$ cat src/rtl/cursor_ovl_pkg.sv
package cursor_ovl_pkg;
  // register byte offsets
  localparam int OFS_CTRL = 'h818;
  localparam int OFS_POS  = 'h8FC;
  localparam int OFS_MASK = 'h900;
  localparam int OFS_IMG  = 'h980;
  // control word bit always read back as one
  localparam int CTRL_FLAG_BIT = 25;
  // column value after reset: beyond any screen
  localparam int CURSX_RESET = 'hF000;
  // overlay entries counted above the base palette
  localparam int OVL_BG_STEP = 2;
  localparam int OVL_FG_STEP = 3;
endpackage

$ cat src/rtl/cursor_ovl_regs.sv
module cursor_ovl_regs
  import cursor_ovl_pkg::*;
#(
  parameter int CUR_H   = 32,
  parameter int COORD_W = 16,
  parameter int ADDR_W  = 12,
  parameter int DATA_W  = 32
) (
  input  logic                           clk,
  input  logic                           rst_n,
  input  logic                           wr_en,
  input  logic [ADDR_W-1:0]              addr,
  input  logic [DATA_W-1:0]              wdata,
  output logic [DATA_W-1:0]              rdata,
  output logic [COORD_W-1:0]             cur_x,
  output logic [COORD_W-1:0]             cur_y,
  output logic [CUR_H-1:0][DATA_W-1:0]   mask_rows,
  output logic [CUR_H-1:0][DATA_W-1:0]   img_rows
);
  localparam logic [ADDR_W-1:0]  A_CTRL = ADDR_W'(OFS_CTRL);
  localparam logic [ADDR_W-1:0]  A_POS  = ADDR_W'(OFS_POS);
  localparam logic [DATA_W-1:0]  FLAG   = DATA_W'(1) << CTRL_FLAG_BIT;
  localparam logic [COORD_W-1:0] X_RST  = COORD_W'(CURSX_RESET);

  logic                pos_we, ctrl_we;
  logic [COORD_W-1:0]  cur_x_d, cur_y_d;
  logic [COORD_W-1:0]  cur_x_q, cur_y_q;
  logic [DATA_W-1:0]   ctrl_q;

  // decode and next state
  always_comb begin
    pos_we  = wr_en && (addr == A_POS);
    ctrl_we = wr_en && (addr == A_CTRL);
    cur_x_d = wdata[DATA_W-1 -: COORD_W];
    cur_y_d = wdata[COORD_W-1:0];
  end

  always_ff @(posedge clk or negedge rst_n) begin
    if (!rst_n) begin
      cur_x_q <= X_RST;
      cur_y_q <= '0;
    end else if (pos_we) begin
      cur_x_q <= cur_x_d;
      cur_y_q <= cur_y_d;
    end
  end

  always_ff @(posedge clk or negedge rst_n) begin
    if (!rst_n)       ctrl_q <= '0;
    else if (ctrl_we) ctrl_q <= wdata;
  end

  // one mask word and one image word per cursor row
  for (genvar r = 0; r < CUR_H; r++) begin : g_row
    localparam logic [ADDR_W-1:0] A_M = ADDR_W'(OFS_MASK + 4 * r);
    localparam logic [ADDR_W-1:0] A_I = ADDR_W'(OFS_IMG + 4 * r);
    logic m_en, i_en;
    logic [DATA_W-1:0] m_q, i_q;

    always_comb begin
      m_en = wr_en && (addr == A_M);
      i_en = wr_en && (addr == A_I);
    end

    always_ff @(posedge clk or negedge rst_n) begin
      if (!rst_n)    m_q <= '0;
      else if (m_en) m_q <= wdata;
    end

    always_ff @(posedge clk or negedge rst_n) begin
      if (!rst_n)    i_q <= '0;
      else if (i_en) i_q <= wdata;
    end

    assign mask_rows[r] = m_q;
    assign img_rows[r]  = i_q;
  end

  always_comb begin
    rdata = (addr == A_CTRL) ? (ctrl_q | FLAG) : '0;
  end

  assign cur_x = cur_x_q;
  assign cur_y = cur_y_q;
endmodule

$ cat src/rtl/cursor_ovl_hit.sv
module cursor_ovl_hit #(
  parameter int CUR_H   = 32,
  parameter int CUR_W   = 32,
  parameter int COORD_W = 16
) (
  input  logic [COORD_W-1:0]           cur_x,
  input  logic [COORD_W-1:0]           cur_y,
  input  logic [COORD_W-1:0]           scr_width,
  input  logic [COORD_W-1:0]           in_x,
  input  logic [COORD_W-1:0]           in_y,
  input  logic [CUR_H-1:0][CUR_W-1:0]  mask_rows,
  input  logic [CUR_H-1:0][CUR_W-1:0]  img_rows,
  output logic                         hit,
  output logic                         fg
);
  localparam int ROW_AW = $clog2(CUR_H);
  localparam int COL_AW = $clog2(CUR_W);
  localparam logic [COORD_W:0] Y_LIM = (COORD_W+1)'(CUR_H);
  localparam logic [COORD_W:0] X_LIM = (COORD_W+1)'(CUR_W);

  logic [COORD_W:0]  dy, dx;
  logic              y_in, x_in;
  logic [ROW_AW-1:0] row;
  logic [COL_AW-1:0] bsel;

  always_comb begin
    dy   = {1'b0, in_y} - {1'b0, cur_y};
    dx   = {1'b0, in_x} - {1'b0, cur_x};
    y_in = (in_y >= cur_y) && (dy < Y_LIM);
    x_in = (in_x >= cur_x) && (dx < X_LIM) && (in_x < scr_width);
    row  = dy[ROW_AW-1:0];
    // leftmost pixel takes the top bit of the word
    bsel = ~dx[COL_AW-1:0];
    hit  = y_in && x_in && mask_rows[row][bsel];
    fg   = img_rows[row][bsel];
  end
endmodule

$ cat src/rtl/cursor_ovl_mix.sv
module cursor_ovl_mix
  import cursor_ovl_pkg::*;
#(
  parameter int COORD_W = 16,
  parameter int PIX_W   = 8
) (
  input  logic                clk,
  input  logic                rst_n,
  input  logic                in_valid,
  input  logic [COORD_W-1:0]  in_x,
  input  logic [COORD_W-1:0]  in_y,
  input  logic [PIX_W-1:0]    in_idx,
  input  logic                hit,
  input  logic                fg,
  output logic                out_valid,
  output logic [COORD_W-1:0]  out_x,
  output logic [COORD_W-1:0]  out_y,
  output logic [PIX_W:0]      out_idx
);
  localparam int OUT_W = PIX_W + 1;
  localparam logic [OUT_W-1:0] IDX_BG = OUT_W'((1 << PIX_W) + OVL_BG_STEP);
  localparam logic [OUT_W-1:0] IDX_FG = OUT_W'((1 << PIX_W) + OVL_FG_STEP);

  logic              ce;
  logic [OUT_W-1:0]  idx_d;
  logic              vld_q;
  logic [COORD_W-1:0] x_q, y_q;
  logic [OUT_W-1:0]  idx_q;

  always_comb begin
    ce    = in_valid;
    idx_d = hit ? (fg ? IDX_FG : IDX_BG) : {1'b0, in_idx};
  end

  always_ff @(posedge clk or negedge rst_n) begin
    if (!rst_n) vld_q <= 1'b0;
    else        vld_q <= in_valid;
  end

  always_ff @(posedge clk or negedge rst_n) begin
    if (!rst_n) begin
      x_q   <= '0;
      y_q   <= '0;
      idx_q <= '0;
    end else if (ce) begin
      x_q   <= in_x;
      y_q   <= in_y;
      idx_q <= idx_d;
    end
  end

  assign out_valid = vld_q;
  assign out_x     = x_q;
  assign out_y     = y_q;
  assign out_idx   = idx_q;
endmodule

$ cat src/rtl/cursor_overlay_mix.sv
module cursor_overlay_mix #(
  parameter int COORD_W = 16,
  parameter int PIX_W   = 8,
  parameter int CUR_H   = 32,
  parameter int ADDR_W  = 12,
  parameter int DATA_W  = 32
) (
  input  logic                clk,
  input  logic                rst_n,
  input  logic                reg_wr_en,
  input  logic [ADDR_W-1:0]   reg_addr,
  input  logic [DATA_W-1:0]   reg_wdata,
  output logic [DATA_W-1:0]   reg_rdata,
  input  logic [COORD_W-1:0]  scr_width,
  input  logic                in_valid,
  input  logic [COORD_W-1:0]  in_x,
  input  logic [COORD_W-1:0]  in_y,
  input  logic [PIX_W-1:0]    in_idx,
  output logic                out_valid,
  output logic [COORD_W-1:0]  out_x,
  output logic [COORD_W-1:0]  out_y,
  output logic [PIX_W:0]      out_idx
);
  // one cursor row is one register word
  localparam int CUR_W = DATA_W;

  logic [COORD_W-1:0]                cur_x, cur_y;
  logic [CUR_H-1:0][CUR_W-1:0]       mask_rows, img_rows;
  logic                              hit, fg;

  cursor_ovl_regs #(
    .CUR_H(CUR_H), .COORD_W(COORD_W), .ADDR_W(ADDR_W), .DATA_W(DATA_W)
  ) u_regs (
    .clk(clk), .rst_n(rst_n), .wr_en(reg_wr_en), .addr(reg_addr),
    .wdata(reg_wdata), .rdata(reg_rdata), .cur_x(cur_x), .cur_y(cur_y),
    .mask_rows(mask_rows), .img_rows(img_rows)
  );

  cursor_ovl_hit #(
    .CUR_H(CUR_H), .CUR_W(CUR_W), .COORD_W(COORD_W)
  ) u_hit (
    .cur_x(cur_x), .cur_y(cur_y), .scr_width(scr_width),
    .in_x(in_x), .in_y(in_y), .mask_rows(mask_rows), .img_rows(img_rows),
    .hit(hit), .fg(fg)
  );

  cursor_ovl_mix #(
    .COORD_W(COORD_W), .PIX_W(PIX_W)
  ) u_mix (
    .clk(clk), .rst_n(rst_n), .in_valid(in_valid), .in_x(in_x), .in_y(in_y),
    .in_idx(in_idx), .hit(hit), .fg(fg), .out_valid(out_valid),
    .out_x(out_x), .out_y(out_y), .out_idx(out_idx)
  );
endmodule

$ cat config.mk
export PLATFORM = sky130hd
export DESIGN_NAME = cursor_overlay_mix
export DESIGN_NICKNAME = d
export VERILOG_FILES = /design/src/rtl/cursor_ovl_pkg.sv /design/src/rtl/cursor_ovl_regs.sv /design/src/rtl/cursor_ovl_hit.sv /design/src/rtl/cursor_ovl_mix.sv /design/src/rtl/cursor_overlay_mix.sv
export SDC_FILE = /design/constraint.sdc
export NUM_CORES = 2
export LEC_CHECK = 0
export BUFFER_PORTS_ARGS = -buffer_cell sky130_fd_sc_hd__buf_2
export CORE_MARGIN = 4
export CORE_UTILIZATION = 30
export CTS_CLUSTER_SIZE = 24
export DETAILED_ROUTE_END_ITERATION = 7
export HOLD_SLACK_MARGIN = 0.03
export SYNTH_ARGS = -nofsm -noshare
export SYNTH_HDL_FRONTEND = slang
export SYNTH_HIERARCHICAL = 1
export SYNTH_SLANG_ARGS = --single-unit
$ cat constraint.sdc
create_clock -name clk -period 5.6 [get_ports clk]
set_clock_uncertainty 0.15 [all_clocks]
set_input_delay 0.56 -clock clk [delete_from_list [all_inputs] [get_ports clk]]
set_output_delay 0.56 -clock clk [all_outputs]
set_load 0.01 [all_outputs]
==> flow_summary.toml <==
[run_status]
outcome = "complete, no violations"

[clock_tree]
cts_sinks = 2153
cts_setup_buffers = 0
ctsHoldBuffers = 44
cts_made_buffers = 224
clockBufferDepth = 4
cts.clk_slew.worst_paths_ns = 0.06
clk_latency_ns = 0.92
cts_tree = "done"
htreeDepth = 4
cts-root-buf = "clkbuf_16"
cts_resized = 0

[logic_synthesis]
synth_simple_gate_area_share_pct = 5.17
synthTopCellsByArea = "dfrtp_1, mux2_2, mux4_2"
yosysTopAreaCellShare_pct = 52.9
syn_nets = 6910
ys.flop_type = "dfrtp_1"
synth_edf_count = 0
synth_largest_area_cell = "dfrtp_1"
synth_mux_area_share_pct = 35.6
syn_avg_cell_area_um2 = 15.1
synthArstFlopShare_pct = 100
netlist-cell-type-count = 69
synth_xor_area_share_pct = 0.164
syn_area_um2 = 102000
yosysSeqAreaShare_pct = 53.0
synthCells = 6757
yosys.area_share.adder_pct = 0.618
synth_compound_area_share_pct = 1.40
synth_seq_cells = 2153
yosysWarningCount = 6
synth_top_family_by_area = "multiplexers"

[global_routing]
grt_util_all_layers_pct = 17.0
antenna_found_initial = 19
first_global_vias = 65000
grt_max_degree = 178
grt_overflow_total = 0
grt_pass1_wl_um = 447000

[floorplanning]
die_w_um = 590
num_io_pins = 178
start_util_pct = 30.2
die-area_um2 = 348000
coreArea_um2 = 337000
num_rows = 213
dieHeight_um = 590

[timing]
whs_ns = 0.0780
setup_violations = 0
period_share_pct = 96.6
fmaxAchievable_ghz = 0.185
max-slew-margin-rel_pct = 18.3
setup_slack_ns = 0.188
hold_viol = 0
worst_slew_pin_slew_ns = 1.22
slew_violations = 0
fin_crit_ns = 5.41
rsz0062_at_grt = "false"

[drt]
vias_per_cell = 5.23
drc_errors = 0
first_pass_iters = 7
ant_nets = 0
drtIter0Drc = 4741
wl_per_cell_um = 26.1
vias = 60200
wl_um = 301000

[critical_path]
rrSetupSlack_ns = 0.19
required_ns = 6.21
crit_arrival_ns = 6.02
crit_fanout = 13
ff2ff_path_depth = 15
criticalPathCategory = "flop to flop"
end_kind = "flop"
reg2reg_to = "u_mix/out_idx[0]$_DFFE_PN0P_"
r2r-start = "u_regs/cur_y[0]$_DFFE_PN0P_"
worstSetupStartpointType = "flop"

[cells_and_area]
drive_above_1_share_pct = 48.2
area_growth_pct = 13.3
final_nets = 6975
fin_cells = 11500
finish.utilization_pct = 34.2
fill_cells = 32100
final_common_cell = "dfrtp_1"
mostFrequentLayoutCells = "dfrtp_1, mux2_2, mux4_2, nand2_1"

[place]
place_ws_ns = -0.217
placement.io_buffers = 177
dpl.cell_count = 11100
hpwl_um = 171000
gp_congestion = 0.846

[pwr]
peakVddDrop_mv = 0.255
powerDensity_nw_per_um2 = 290
total_power_mw = 33.4
p_leak_nw = 54.1

[run]
drv_cap = 0

[worst_hold_path]
hold_path_class = "input port to async pin"
power by group:
group,total (mW),internal [mW],switching [mW]
registers,15.7,15.7,0.0470
logic,2.30,0.659,1.64
clock network,15.4,9.09,6.35
total,33.4,25.4,8.03
metrics by stage:
step	instance area, um2	setup TNS, ns
2_1_floorplan	102000	0
3_3_place_gp	107000	-0.209
3_5_place_dp	107000	-0.217
4_1_cts	115000	0
5_1_grt	115000	0
6_report	115000	0
kinds of logic (layout without fill, tap and decap cells):
| kind of cell | Yosys count | count (layout) |
|---|---|---|
| multiplexers | 2692 | 2692 |
| flip-flops | 2153 | 2153 |
| AND/OR/NAND/NOR | 905 | 905 |
| buffers and inverters | 732 | 970 |
| AO/OA/AOI/OAI | 210 | 210 |
| adder cells (fa/ha/maj) | 49 | 49 |
| XOR/XNOR | 16 | 16 |
| other | 0 | 6 |
cell usage after synthesis, types with 43 or more instances:
master / n
dfrtp_1: 2149
and2_1: 44
nand2_1: 416
inv_1: 71
a21oi_1: 47
buf_4: 109
buf_1: 43
mux2_1: 199
clkbuf_1: 249
buf_6: 111
nor4_4: 61
buf_2: 149
nor2_1: 54
mux2_2: 1953
mux4_2: 521
ha_1: 47
nand3_1: 194
flip-flops by register name, indices dropped and copies added, names as in the netlist, 9 cells and up:
register	count
u_regs/cur_x	16
u_regs/g_row.m_q	1024
u_regs/cur_y	16
u_mix/out_x	16
u_mix/out_idx	9
u_mix/out_y	16
u_regs/g_row.i_q	1024
u_regs/ctrl_q	31
cell type report:
cell class              count  area, um2  share of cell area [%]
diodes                      6       15.0                  0.0130
multi-input cells        3872      43800                    38.0
inverters                  71        267                   0.231
well taps                4515       5650                    4.90
repair buffers            500       4090                    3.55
clock buffers             326       6510                    5.65
clock inverters            73       1020                   0.889
flip-flops and latches   2153      53900                    46.8
critical path, stage by stage, from the launching register on:
cell,delay (ns)
dfrtp_1,0.47
ha_4,0.20
fa_4,0.45
nand2b_1,0.17
a21oi_1,0.27
xnor2_2,0.23
buf_4,0.31
or2_2,0.29
o31ai_1,0.18
nor4_1,0.45
buf_4,0.19
nor4_1,0.07
or3_1,0.45
nor4_2,1.02
mux2i_1,0.28
a21oi_1,0.08
worst max-delay path by stage:
| stage | from | cells past startpoint | slack [ns] | end |
|---|---|---|---|---|
| final | u_regs/cur_y[0]$_DFFE_PN0P_ | 15 | 0.19 | u_mix/out_idx[0]$_DFFE_PN0P_ |
| after CTS | u_regs/cur_y[0]$_DFFE_PN0P_ | 15 | 0.11 | u_mix/out_idx[0]$_DFFE_PN0P_ |
| after global placement | in_y[0] | 17 | -0.21 | u_mix/out_idx[0]$_DFFE_PN0P_ |
| after global routing | u_regs/cur_y[0]$_DFFE_PN0P_ | 15 | 0.02 | u_mix/out_idx[0]$_DFFE_PN0P_ |
| after detailed placement | in_y[0] | 17 | -0.22 | u_mix/out_idx[0]$_DFFE_PN0P_ |
| after floorplan | in_y[0] | 16 | 1.44 | u_mix/out_idx[0]$_DFFE_PN0P_ |
per-layer routing:
metal  part of all wire [%]  routed length (um)  track usage (%)  vias up
li1                       -                   -                -    24900
met1                     44              131000             23.0    33200
met2                     48              145000             28.4     1628
met3                    5.4               16200             2.60      444
met4                    2.9                8620             4.51        2
met5                 0.0053                  16                0        -
Note: power is estimated with default switching activity, not from simulation.
